File: src/rtl/e1tx_pkg.sv
// Shared types and constants for the E1 transmit line encoder.
package e1tx_pkg;

    // Symbol classes handed from the coding stage to the polarity stage.
    typedef enum logic [1:0] {
        SYM_SPACE  = 2'd0,
        SYM_MARK   = 2'd1,
        SYM_BPULSE = 2'd2,
        SYM_VPULSE = 2'd3
    } e1tx_sym_t;

    // Length of the zero run that HDB3 replaces.
    localparam int HDB3_ZRUN = 4;

    // Mode-select codes for the two single-rail modes; bit 1 set means dual-rail.
    localparam logic [1:0] MODE_SR_PLAIN = 2'b00;
    localparam logic [1:0] MODE_SR_VIOL  = 2'b01;

endpackage

File: src/rtl/e1tx_rail_detect.sv
// Dual-rail to single-rail detector.
// Counts consecutive high samples of the negative rail while dual-rail
// mode is configured. On the sample after RUN_LIMIT highs it sets
// force_single, which holds until dual-rail is deselected or reset.
// Assumes: everything is sampled on the falling edge of clk.
module e1tx_rail_detect #(
    parameter int RUN_LIMIT = 16
) (
    input  logic clk,
    input  logic rst_n,
    input  logic dual_cfg,
    input  logic neg_in,
    output logic force_single
);
    localparam int CW = $clog2(RUN_LIMIT + 1);

    logic [CW-1:0] run_q;

    // Run counter and sticky switch-over flag.
    always_ff @(negedge clk) begin
        if (!rst_n) begin
            run_q        <= '0;
            force_single <= 1'b0;
        end else if (!dual_cfg) begin
            run_q        <= '0;
            force_single <= 1'b0;
        end else if (!force_single) begin
            if (neg_in) begin
                if (run_q == CW'(RUN_LIMIT)) begin
                    force_single <= 1'b1;
                end else begin
                    run_q <= run_q + 1'b1;
                end
            end else begin
                run_q <= '0;
            end
        end
    end

endmodule

File: src/rtl/e1tx_hdb3_window.sv
// HDB3 lookahead window.
// Delays the data stream by ZRUN samples. When the newest sample, together
// with the ZRUN-1 samples ahead of it, makes a run of plain zeros, the run
// is tagged as 000V or B00V. The choice follows the parity of the pulses
// since the last V; the first replacement after reset is always 000V.
// Assumes: ZRUN is 4 for standard HDB3; the stage at index 0 leaves first.
module e1tx_hdb3_window
    import e1tx_pkg::*;
#(
    parameter int ZRUN = HDB3_ZRUN
) (
    input  logic      clk,
    input  logic      rst_n,
    input  logic      bit_in,
    output e1tx_sym_t sym_out
);
    localparam int FW = (ZRUN > 2) ? $clog2(ZRUN) : 1;

    e1tx_sym_t     stage_q   [ZRUN];
    e1tx_sym_t     stage_nxt [ZRUN];
    logic [FW-1:0] fill_q;
    logic          first_q;
    logic          odd_q;
    logic          zrun_hit;
    logic          use_bv;

    // Detect a zero run across the window and build the shifted contents.
    always_comb begin
        zrun_hit = !bit_in && (fill_q == FW'(ZRUN - 1));
        for (int i = 1; i < ZRUN; i++) begin
            if (stage_q[i] != SYM_SPACE) zrun_hit = 1'b0;
        end
        use_bv = zrun_hit && !first_q && !odd_q;
        for (int i = 0; i < ZRUN - 1; i++) begin
            stage_nxt[i] = stage_q[i + 1];
        end
        stage_nxt[ZRUN-1] = bit_in ? SYM_MARK : SYM_SPACE;
        if (zrun_hit) stage_nxt[ZRUN-1] = SYM_VPULSE;
        if (use_bv)   stage_nxt[0]      = SYM_BPULSE;
    end

    // Shift the window and track fill level and pulse parity.
    always_ff @(negedge clk) begin
        if (!rst_n) begin
            for (int i = 0; i < ZRUN; i++) stage_q[i] <= SYM_SPACE;
            fill_q  <= '0;
            first_q <= 1'b1;
            odd_q   <= 1'b0;
        end else begin
            for (int i = 0; i < ZRUN; i++) stage_q[i] <= stage_nxt[i];
            if (fill_q != FW'(ZRUN - 1)) fill_q <= fill_q + 1'b1;
            if (zrun_hit) begin
                first_q <= 1'b0;
                odd_q   <= 1'b0;
            end else if (bit_in) begin
                odd_q <= ~odd_q;
            end
        end
    end

    assign sym_out = stage_q[0];

endmodule

File: src/rtl/e1tx_viol_arm.sv
// Violation request capture.
// A 0-to-1 change on req_in while enable is high arms a pending flag.
// The flag clears when the polarity stage reports that the violating mark
// has gone out. A request that arrives while the flag is armed is dropped.
// Assumes: the previous-level register resets high, so a level already
// high when reset is released is not taken as an edge.
module e1tx_viol_arm (
    input  logic clk,
    input  logic rst_n,
    input  logic enable,
    input  logic req_in,
    input  logic consume,
    output logic pending
);
    logic prev_q;
    logic rise;

    assign rise = req_in && !prev_q;

    // Edge history of the request input.
    always_ff @(negedge clk) begin
        if (!rst_n) prev_q <= 1'b1;
        else        prev_q <= req_in;
    end

    // Pending flag: arm on an edge, clear once consumed.
    always_ff @(negedge clk) begin
        if (!rst_n || !enable) begin
            pending <= 1'b0;
        end else if (pending) begin
            if (consume) pending <= 1'b0;
        end else if (rise) begin
            pending <= 1'b1;
        end
    end

endmodule

File: src/rtl/e1tx_line_polarity.sv
// Polarity stage and output registers.
// In single-rail operation it turns symbols into alternating pulses: a mark
// or B pulse takes the polarity opposite to the last one and toggles the
// state, while a V pulse, or a mark with force_same set, repeats the last
// polarity. In dual-rail operation it registers the rails directly.
// Assumes: polarity state resets to negative, so the first mark is positive.
module e1tx_line_polarity
    import e1tx_pkg::*;
(
    input  logic      clk,
    input  logic      rst_n,
    input  logic      dual_sel,
    input  logic      dual_p,
    input  logic      dual_n,
    input  e1tx_sym_t sym_in,
    input  logic      force_same,
    output logic      consume,
    output logic      pulse_pos,
    output logic      pulse_neg
);
    logic last_pos_q;
    logic emit;
    logic emit_pos;
    logic flip;

    // Decide pulse presence, polarity and state update for this symbol.
    always_comb begin
        emit     = 1'b0;
        emit_pos = 1'b0;
        flip     = 1'b0;
        consume  = 1'b0;
        unique case (sym_in)
            SYM_MARK: begin
                emit = 1'b1;
                if (force_same) begin
                    emit_pos = last_pos_q;
                    consume  = !dual_sel;
                end else begin
                    emit_pos = !last_pos_q;
                    flip     = 1'b1;
                end
            end
            SYM_BPULSE: begin
                emit     = 1'b1;
                emit_pos = !last_pos_q;
                flip     = 1'b1;
            end
            SYM_VPULSE: begin
                emit     = 1'b1;
                emit_pos = last_pos_q;
            end
            default: ;
        endcase
    end

    // Register the line outputs and the polarity state.
    always_ff @(negedge clk) begin
        if (!rst_n) begin
            pulse_pos  <= 1'b0;
            pulse_neg  <= 1'b0;
            last_pos_q <= 1'b0;
        end else if (dual_sel) begin
            pulse_pos <= dual_p && !dual_n;
            pulse_neg <= dual_n && !dual_p;
        end else begin
            pulse_pos <= emit && emit_pos;
            pulse_neg <= emit && !emit_pos;
            if (flip) last_pos_q <= !last_pos_q;
        end
    end

endmodule

File: src/rtl/e1tx_encoder.sv
// E1 transmit line encoder, top level.
// Selects the input mode, optionally forces dual-rail over to single-rail,
// routes data through AMI directly or through the HDB3 window, and drives
// the registered positive and negative pulse indications.
// Assumes: inputs are stable around the falling edge of tx_clk.
module e1tx_encoder
    import e1tx_pkg::*;
#(
    parameter int RUN_LIMIT = 16,
    parameter int ZRUN      = HDB3_ZRUN
) (
    input  logic       tx_clk,
    input  logic       rst_n,
    input  logic [1:0] mode_sel,
    input  logic       hdb3_en,
    input  logic       din_p,
    input  logic       din_n,
    output logic       pulse_pos,
    output logic       pulse_neg
);
    logic      force_single;
    logic      dual_eff;
    logic      viol_en;
    logic      viol_pending;
    logic      viol_consume;
    e1tx_sym_t win_sym;
    e1tx_sym_t sym_sel;

    assign dual_eff = mode_sel[1] && !force_single;
    assign viol_en  = (mode_sel == MODE_SR_VIOL) && !hdb3_en;

    // Symbol source: the lookahead window for HDB3, raw data for AMI.
    always_comb begin
        if (hdb3_en) sym_sel = win_sym;
        else         sym_sel = din_p ? SYM_MARK : SYM_SPACE;
    end

    e1tx_rail_detect #(.RUN_LIMIT(RUN_LIMIT)) u_detect (
        .clk          (tx_clk),
        .rst_n        (rst_n),
        .dual_cfg     (mode_sel[1]),
        .neg_in       (din_n),
        .force_single (force_single)
    );

    e1tx_hdb3_window #(.ZRUN(ZRUN)) u_window (
        .clk     (tx_clk),
        .rst_n   (rst_n),
        .bit_in  (din_p),
        .sym_out (win_sym)
    );

    e1tx_viol_arm u_viol (
        .clk     (tx_clk),
        .rst_n   (rst_n),
        .enable  (viol_en),
        .req_in  (din_n),
        .consume (viol_consume),
        .pending (viol_pending)
    );

    e1tx_line_polarity u_pol (
        .clk        (tx_clk),
        .rst_n      (rst_n),
        .dual_sel   (dual_eff),
        .dual_p     (din_p),
        .dual_n     (din_n),
        .sym_in     (sym_sel),
        .force_same (viol_pending),
        .consume    (viol_consume),
        .pulse_pos  (pulse_pos),
        .pulse_neg  (pulse_neg)
    );

endmodule

File: config.mk
export PLATFORM = sky130hd
export DESIGN_NAME = e1tx_encoder
export DESIGN_NICKNAME = d
export VERILOG_FILES = /design/src/rtl/e1tx_pkg.sv /design/src/rtl/e1tx_rail_detect.sv /design/src/rtl/e1tx_hdb3_window.sv /design/src/rtl/e1tx_viol_arm.sv /design/src/rtl/e1tx_line_polarity.sv /design/src/rtl/e1tx_encoder.sv
export SDC_FILE = /design/constraint.sdc
export NUM_CORES = 1
export LEC_CHECK = 0
export BUFFER_PORTS_ARGS = -buffer_cell sky130_fd_sc_hd__buf_2
export CORE_MARGIN = 2
export CORE_UTILIZATION = 51
export DETAILED_ROUTE_END_ITERATION = 6
export PLACE_DENSITY = 0.83
export SLEW_MARGIN = 10
export SYNTH_ARGS = -nofsm -noshare
export SYNTH_HDL_FRONTEND = slang
export SYNTH_SLANG_ARGS = --single-unit
File: constraint.sdc
create_clock -name tx_clk -period 1.4 [get_ports tx_clk]
set_input_delay 0.28 -clock tx_clk [delete_from_list [all_inputs] [get_ports tx_clk]]
set_output_delay 0.28 -clock tx_clk [all_outputs]
set_load 0.01 [all_outputs]
-- Yosys cells after proc, flatten, opt, wreduce, memory -nomap -nowiden
Memories as Yosys holds them, arrays and structs flattened.
Cells that the tools add are included.
- $add $sub $neg: 2
- multiply operators: 0
- div/mod/pow operators: 0
- $lt $le $gt $ge: 0
- equal/unequal tests: 8
- shift-type cells: 0
- muxes and demuxes: 30
- bitwise gates (word level): 8
- reduce and logical (&&, ||, !) cells: 31
- operator list (kind ; count):
    2-to-1 mux 1 bit ; 19
    2-to-1 mux 2 bit ; 7
    zero test 1 bit ; 12
    logical AND 1 bit ; 10
    2-to-1 mux 5 bit ; 2
    equality test 2 bit (second input constant) ; 3
    AND reduction 2 bit ; 3
    nonzero test 2 bit ; 3
    adder 5 x 1 -> 5 bit (second input constant) ; 1
    equality test 5 bit (second input constant) ; 1
    equality test 2 x 1 -> 1 bit (second input constant) ; 2
    inequality test 2 bit (second input constant) ; 2
    inverter 1 bit ; 4
    bitwise OR 1 bit ; 4
    case mux 1 bit (3 select lines) ; 1
    OR reduction 3 bit ; 1
    adder 2 x 1 -> 2 bit (second input constant) ; 1
    case mux 1 bit (2 select lines) ; 1
    OR reduction 2 bit ; 1
    logical OR 1 bit ; 1
- register bits: 15
- latch bits: 0
- memory bits (writable): 8
- bits in read-only memories: 0
- input bits: 7
- output and inout port bits: 2
- logic and storage cells: 90
- memories: 1
- memories (memory ; depth ; width ; read ports ; clocked after memory_dff ; wr ports ; RTL line ; RTL):
    u_window.stage_q ; 4 ; 2 ; 4 ; 0 ; 4 ; e1tx_hdb3_window.sv:19 ; e1tx_sym_t stage_q [ZRUN];

-- Depth between registers and ports, before layout
Gate-level depths: netlist of run 1.
- word-level depth: 9
- gate-level depth with buffers: 7
- mapped depth without buffers: 7

-- Cells and area by module
Synthesis of run 1 repeated with hierarchy kept, for this count alone.
- cells, all modules: 116
- area total of the unflattened synthesis: 1092.3 um^2
- modules (own cells, without submodules) (module ; times used ; cells each ; area each (um^2) ; seq. area each (um^2)):
    e1tx_hdb3_window ; 1 ; 38 ; 416.6 ; 240.2
    e1tx_rail_detect ; 1 ; 38 ; 331.6 ; 120.1
    e1tx_line_polarity ; 1 ; 28 ; 232.7 ; 60.1
    e1tx_viol_arm ; 1 ; 8 ; 75.1 ; 40.0
    e1tx_encoder ; 1 ; 4 ; 36.3 ; 0.0

==> results.ini, run 1 <==
[worst_setup_path]
arrival_ns = 1.50
reg2reg_from = u_window.stage_q[0][1]$_SDFF_NN0_
start_kind = primary input
reg2reg_slack_ns = -0.04
r2r_end = u_pol.last_pos_q$_SDFFE_NN0P_
end_kind = register
slowest_stage = mux2i_4
crit_path_max_fanout = 4
critical_path_class = primary input to register
cpPeakStageDelay_ns = 0.27
cp_cell_sequence = buf_8 -> mux2i_4 -> buf_6 -> ha_4 -> inv_2 -> a211oi_4 -> xor2_1 -> and2_1
reg2regPathDepth = 7
required_ns = 1.04

[logic_synthesis]
ys_ff_latch = 23
syn-cell-area_um2 = 1030
syn_nets = 123
avgSynthCellArea_um2 = 9.53
ys_seq_area_share_pct = 44.7
synth_cells = 108
ys_warn_count = 0
synth_cell_types = 31

[placed_design]
io_buffers = 8
numPlacedInstances = 148
dp_hpwl_mm = 1.43
routabilityCongestion = 0.837

[grt]
grt_pass1_vias = 967
grt_max_degree = 14
antenna_found_initial = 0
overflow = 0
grt_pass1_wl_mm = 4.06
grt_use_total_pct = 21.9

[route]
routed_via_density = 5.27
wl_per_cell_um = 14.6
first_pass_iters = 4
drtAntennaViolNets = 0
totalWireLength_mm = 2.59
drc = 0
via_count = 933
drt_iter0_drc = 25

[floorplan]
dieArea_um2 = 2390
start_util_pct = 53.0
die_x_um = 48.9
core.rowCount = 16
core_region_area_um2 = 1940
ioPinCount = 9
die_y_um = 48.9

[final_layout]
fill_cells = 130
instances_no_fill = 177
antennaDiodeCount = 0
fin_nets = 166
drive_gt1_share_pct = 28.7
syn_to_final_growth_pct = 41.1

[worst_hold_path]
whs_endpoint = u_window.first_q$_SDFFE_NN1P_
hp-class = register to register
hold_start = u_window.first_q$_SDFFE_NN1P_
whs_path_depth = 2

[sta]
hold_violations = 0
rsz0062_at_grt = true
tns_ns = -2.63
relSlewSlack_pct = 64.7
final.setup_skew_ns = 0.0263
setup_violations = 10
final_max_slew_viol_count = 0
setup_slack_ns = -0.461
max_slew.worst_pin.slew_ns = 0.528

[cts]
cts_sinks = 23
path_clk_slew_ns = 0.05
insertion_delay_ns = 0.40
clockBufferDepth = 2
htreeDepth = 1
hold_buffers = 0
cts_buffers = 3
cts_tree = built
cts_root_buf = clkbuf_4

[power_and_ir_drop]
powerDensity_nw_per_um2 = 1140
p_total_mw = 1.65
peakVddDrop_v = 0.000799
p_leak_nw = 0.662

[outcome]
violations = setup timing
status = finished, violations left

[flow_run]
maxCapViolCount = 0

metrics by stage:
| step | utilization (%) | hold WS (ns) | area, um2 | setup WS (ns) |
|---|---|---|---|---|
| floorplan | - | 0.433 | 1100 | -0.601 |
| global placement | 61.5 | 0.440 | 1190 | -0.791 |
| detailed placement | 61.5 | 0.446 | 1190 | -0.834 |
| CTS | 72.0 | 0.453 | 1400 | -0.417 |
| global route | 74.8 | 0.471 | 1450 | -0.483 |
| finish | 74.8 | 0.453 | 1450 | -0.461 |
cell type report:
cell class | instances | area [um2] | share of cell area, %
Clock inverter | 24 | 116 | 8.01
Inverter | 9 | 33.8 | 2.33
Timing Repair Buffer | 19 | 156 | 10.8
Sequential cell | 23 | 462 | 31.8
Multi-Input combinational cell | 72 | 628 | 43.2
Tap cell | 27 | 33.8 | 2.33
Clock buffer | 3 | 22.5 | 1.55
worst max-delay path, delay by kind of cell:
family | cells | cell delay (ns)
AOI/OAI and AO/OA | 1 | 0.24
xor gates and xnor gates | 1 | 0.16
adders and majority gates | 1 | 0.14
buffers and inverters | 3 | 0.26
muxes | 1 | 0.27
and+or+nand+nor | 1 | 0.14
per-layer routing:
metal	routed length [um]	global-route usage, %	vias up
met1	1090	23.4	447
li1	-	-	449
met5	0	0	-
met2	1360	36.8	33
met4	21	11.4	0
met3	118	9.20	4
placed cells by master, fill, tap and decap left out, drive strengths merged, types with 3 or more instances in the layout:
| master | instances |
|---|---|
| nand2b | 3 |
| o21ai | 3 |
| nor2b | 5 |
| ha | 8 |
| nand3 | 5 |
| nand2 | 4 |
| and2 | 9 |
| buf | 19 |
| a211oi | 4 |
| dfxtp | 23 |
| nor2 | 7 |
| inv | 32 |
| clkbuf | 3 |
| a21oi | 6 |
where the power goes:
part	internal [mW]	leakage, nW	switching [mW]
clock network	0.374	0.150	0.380
logic	0.0992	0.324	0.0919
registers	0.687	0.188	0.0202
total	1.16	0.662	0.492
cell usage after synthesis:
library cell	count	share of area, %
a32o_1	1	0.97
xnor2_1	1	0.85
nor3b_1	1	0.73
a211oi_2	1	1.2
a41oi_2	1	1.6
nand2b_1	3	1.8
o32ai_1	1	0.85
nand4b_1	2	1.7
a21oi_2	1	0.85
nand2_1	4	1.5
nor2b_1	4	2.4
a21oi_1	5	2.4
o21a_1	1	0.73
nor2b_2	1	0.85
buf_2	1	0.49
dfxtp_1	23	45
a211oi_1	3	2.2
clkbuf_1	2	0.73
inv_1	10	3.6
nand3_1	5	2.4
and2_1	9	5.5
mux2i_1	2	1.9
nor2_1	7	2.6
and4b_1	1	0.97
ha_1	8	9.7
o22a_1	1	0.85
xor2_1	2	1.7
o21ai_0	3	1.5
or3b_1	1	0.85
nor4_1	2	1.2
o22ai_1	1	0.61
cell families after synthesis:
family,after synthesis,share of synthesized area (%)
and+or+nand+nor,40,22.5
xor gates and xnor gates,3,2.55
AOI/OAI and AO/OA,19,13.7
DFF,23,44.7
adders and majority gates,8,9.72
buffers and inverters,13,4.86
muxes,2,1.94
sequential cells by signal (all words and copies together), names as in the netlist:
register               count
u_pol.pulse_pos            1
u_window.odd_q             1
u_viol.pending             1
u_detect.run_q             5
u_pol.pulse_neg            1
u_window.stage_q           8
u_pol.last_pos_q           1
u_window.first_q           1
u_viol.prev_q              1
u_window.fill_q            2
u_detect.force_single      1
worst max path at each step:
stage | cells past startpoint | slack [ns] | from | endpoint
after floorplan | 6 | -0.60 | hdb3_en | u_pol.pulse_pos$_SDFF_NN0_
after global placement | 7 | -0.79 | hdb3_en | u_pol.pulse_pos$_SDFF_NN0_
after detailed placement | 7 | -0.83 | hdb3_en | u_pol.pulse_pos$_SDFF_NN0_
after CTS | 7 | -0.42 | hdb3_en | u_pol.pulse_pos$_SDFF_NN0_
after global routing | 8 | -0.48 | hdb3_en | u_pol.last_pos_q$_SDFFE_NN0P_
final | 8 | -0.46 | hdb3_en | u_pol.last_pos_q$_SDFFE_NN0P_
timing repair:
item / 4_1_cts / 5_1_grt
setup endpoints to repair: 11 / 11
resized for setup: 13 / 11
setup buffers: 3 / 1
pin swaps: 14 / 8
(Power assumes the default switching activity.)
==> run 2, diff against run 1 <==
- clock period: 1.4 -> 1.6 ns (I/O delays scaled with it)
==> run 2 against run 1 <==
  * The run still ends with setup timing left
  * Wire length is 14% lower
  * Largest power group is now sequential cells
  * Final cell count unchanged
  * Critical endpoint is now u_pol.pulse_neg$_SDFF_NN0_
  * Non-clock buffer count unchanged
  * Clock power down 36%
  * Core utilization shrank 2.0 points
==> results.ini, run 2 (synthesis gave the netlist of run 1 again) <==
[route]
drtAntennaViolNets = 0
drc = 0
routed_via_density = 5.06
wl_per_cell_um = 12.6
drt_iter0_drc = 12
totalWireLength_mm = 2.23
via_count = 895
first_pass_iters = 4

[final_layout]
seq_area_um2 = 460
final_cell_mix = inv_1, dfxtp_1, buf_4, and2_1, nor2_1
reg.largest.list = u_window.stage_q (8), u_detect.run_q (5), u_window.fill_q (2)
fill_cells = 141
fin_nets = 166
drive_gt1_share_pct = 26.7
largest_register_ffs = 8
antennaDiodeCount = 0
final_common_cell = inv_1
fin_util_pct = 72.8
largest-register = u_window.stage_q
syn_to_final_growth_pct = 37.3
multi_input_area_um2 = 623

[grt]
use_met1_pct = 19.0
overflow = 0
grt_use_total_pct = 20.2
grt_util_met2_pct = 36.5
busiest_layer = met2
grtUsageMet3_pct = 7.36
antenna_found_initial = 0
grt_pass1_vias = 988
grt_pass1_wl_mm = 3.73
grt_max_degree = 14

[worst_setup_path]
start_kind = primary input
crit_path_start = hdb3_en
end_kind = register
reg2reg_from = u_window.stage_q[0][0]$_SDFF_NP0_
arrival_ns = 1.51
crit_path_max_fanout = 3
reg2reg_slack_ns = 0.19
required_ns = 1.12
critical_path_class = primary input to register

[cts]
cts_root_buf = clkbuf_4
cts_buffers = 3
clockBufferDepth = 2
insertion_delay_ns = 0.39
cts_tree = built
hold_buffers = 0
htreeDepth = 1
path_clk_slew_ns = 0.05
cts_sinks = 23

[floorplan]
die_y_um = 48.9
die_x_um = 48.9
core_region_area_um2 = 1940
start_util_pct = 53.0
core.rowCount = 16
dieArea_um2 = 2390
ioPinCount = 9

[placed_design]
routabilityCongestion = 0.819
dp_hpwl_mm = 1.33
dp_slack_ns = -0.787
io_buffers = 8

[worst_hold_path]
hold_start = u_window.first_q$_SDFFE_NN1P_
hp-class = register to register

[sta]
rsz0062_at_grt = true
max_slew.worst_pin.slew_ns = 0.363
relSlewSlack_pct = 75.7
setup_violations = 11
tns_ns = -2.08
setup_slack_ns = -0.396
final_max_slew_viol_count = 0
final.setup_skew_ns = 0.0150
hold_violations = 0

[power_and_ir_drop]
powerDensity_nw_per_um2 = 893
peakVddDrop_v = 0.000723
p_leak_nw = 0.653

[outcome]
violations = setup timing
status = finished, violations left

[flow_run]
maxCapViolCount = 0

==> run 2: metrics by stage <==
step           instances  hold slack, ns  power, mW  area [um2]
3_5_place_dp         146           0.444      0.845        1180
2_1_floorplan        108           0.433      0.808        1100
4_1_cts              174           0.453       1.27        1360
3_3_place_gp         146           0.439      0.837        1180
5_1_grt              177           0.475       1.37        1410
6_report             177           0.450       1.26        1410
==> run 2: repair_timing <==
| action | 4_1_cts | 5_1_grt |
|---|---|---|
| buffers inserted | 2 | 4 |
| endpoints found under the hold margin | 0 | 0 |
| endpoints found under the setup margin | 11 | 11 |
| pin swaps | 8 | 9 |
| resized for setup | 14 | 6 |
==> run 2: final timing paths <==
check                                       end  cells after the start
hold / removal    u_window.first_q$_SDFFE_NN1P_                      2
hold reg to reg   u_window.first_q$_SDFFE_NN1P_                      2
setup reg to reg     u_pol.pulse_pos$_SDFF_NN0_                      6
setup / recovery     u_pol.pulse_neg$_SDFF_NN0_                      7
==> run 2: routing by layer <==
| metal | wire length (um) | part of all wire [%] |
|---|---|---|
| met5 | 0 | 0 |
| met1 | 974 | 44 |
| met2 | 1140 | 51 |
| met3 | 78 | 3.5 |
| met4 | 45 | 2.0 |
==> run 2: critical path, stage by stage <==
cell and delay (ns):
buf_8 0.10, mux2i_4 0.20, buf_4 0.14, buf_6 0.11, ha_4 0.15, or3b_4 0.37
o22ai_1 0.12
==> run 2: report_power, final <==
part	total, mW	internal [mW]	leakage, nW	switching, mW
clock network	0.485	0.165	0.142	0.320
registers	0.618	0.602	0.187	0.0160
logic	0.159	0.0859	0.324	0.0729
==> run 2: area by class of cell <==
| cell class | count | share of cell area, % |
|---|---|---|
| Clock inverter | 24 | 6.37 |
| Clock buffer | 3 | 1.59 |
| Multi-Input combinational cell | 72 | 44.1 |
| Tap cell | 27 | 2.39 |
| Timing Repair Buffer | 19 | 10.6 |
| Sequential cell | 23 | 32.6 |
| Inverter | 9 | 2.39 |
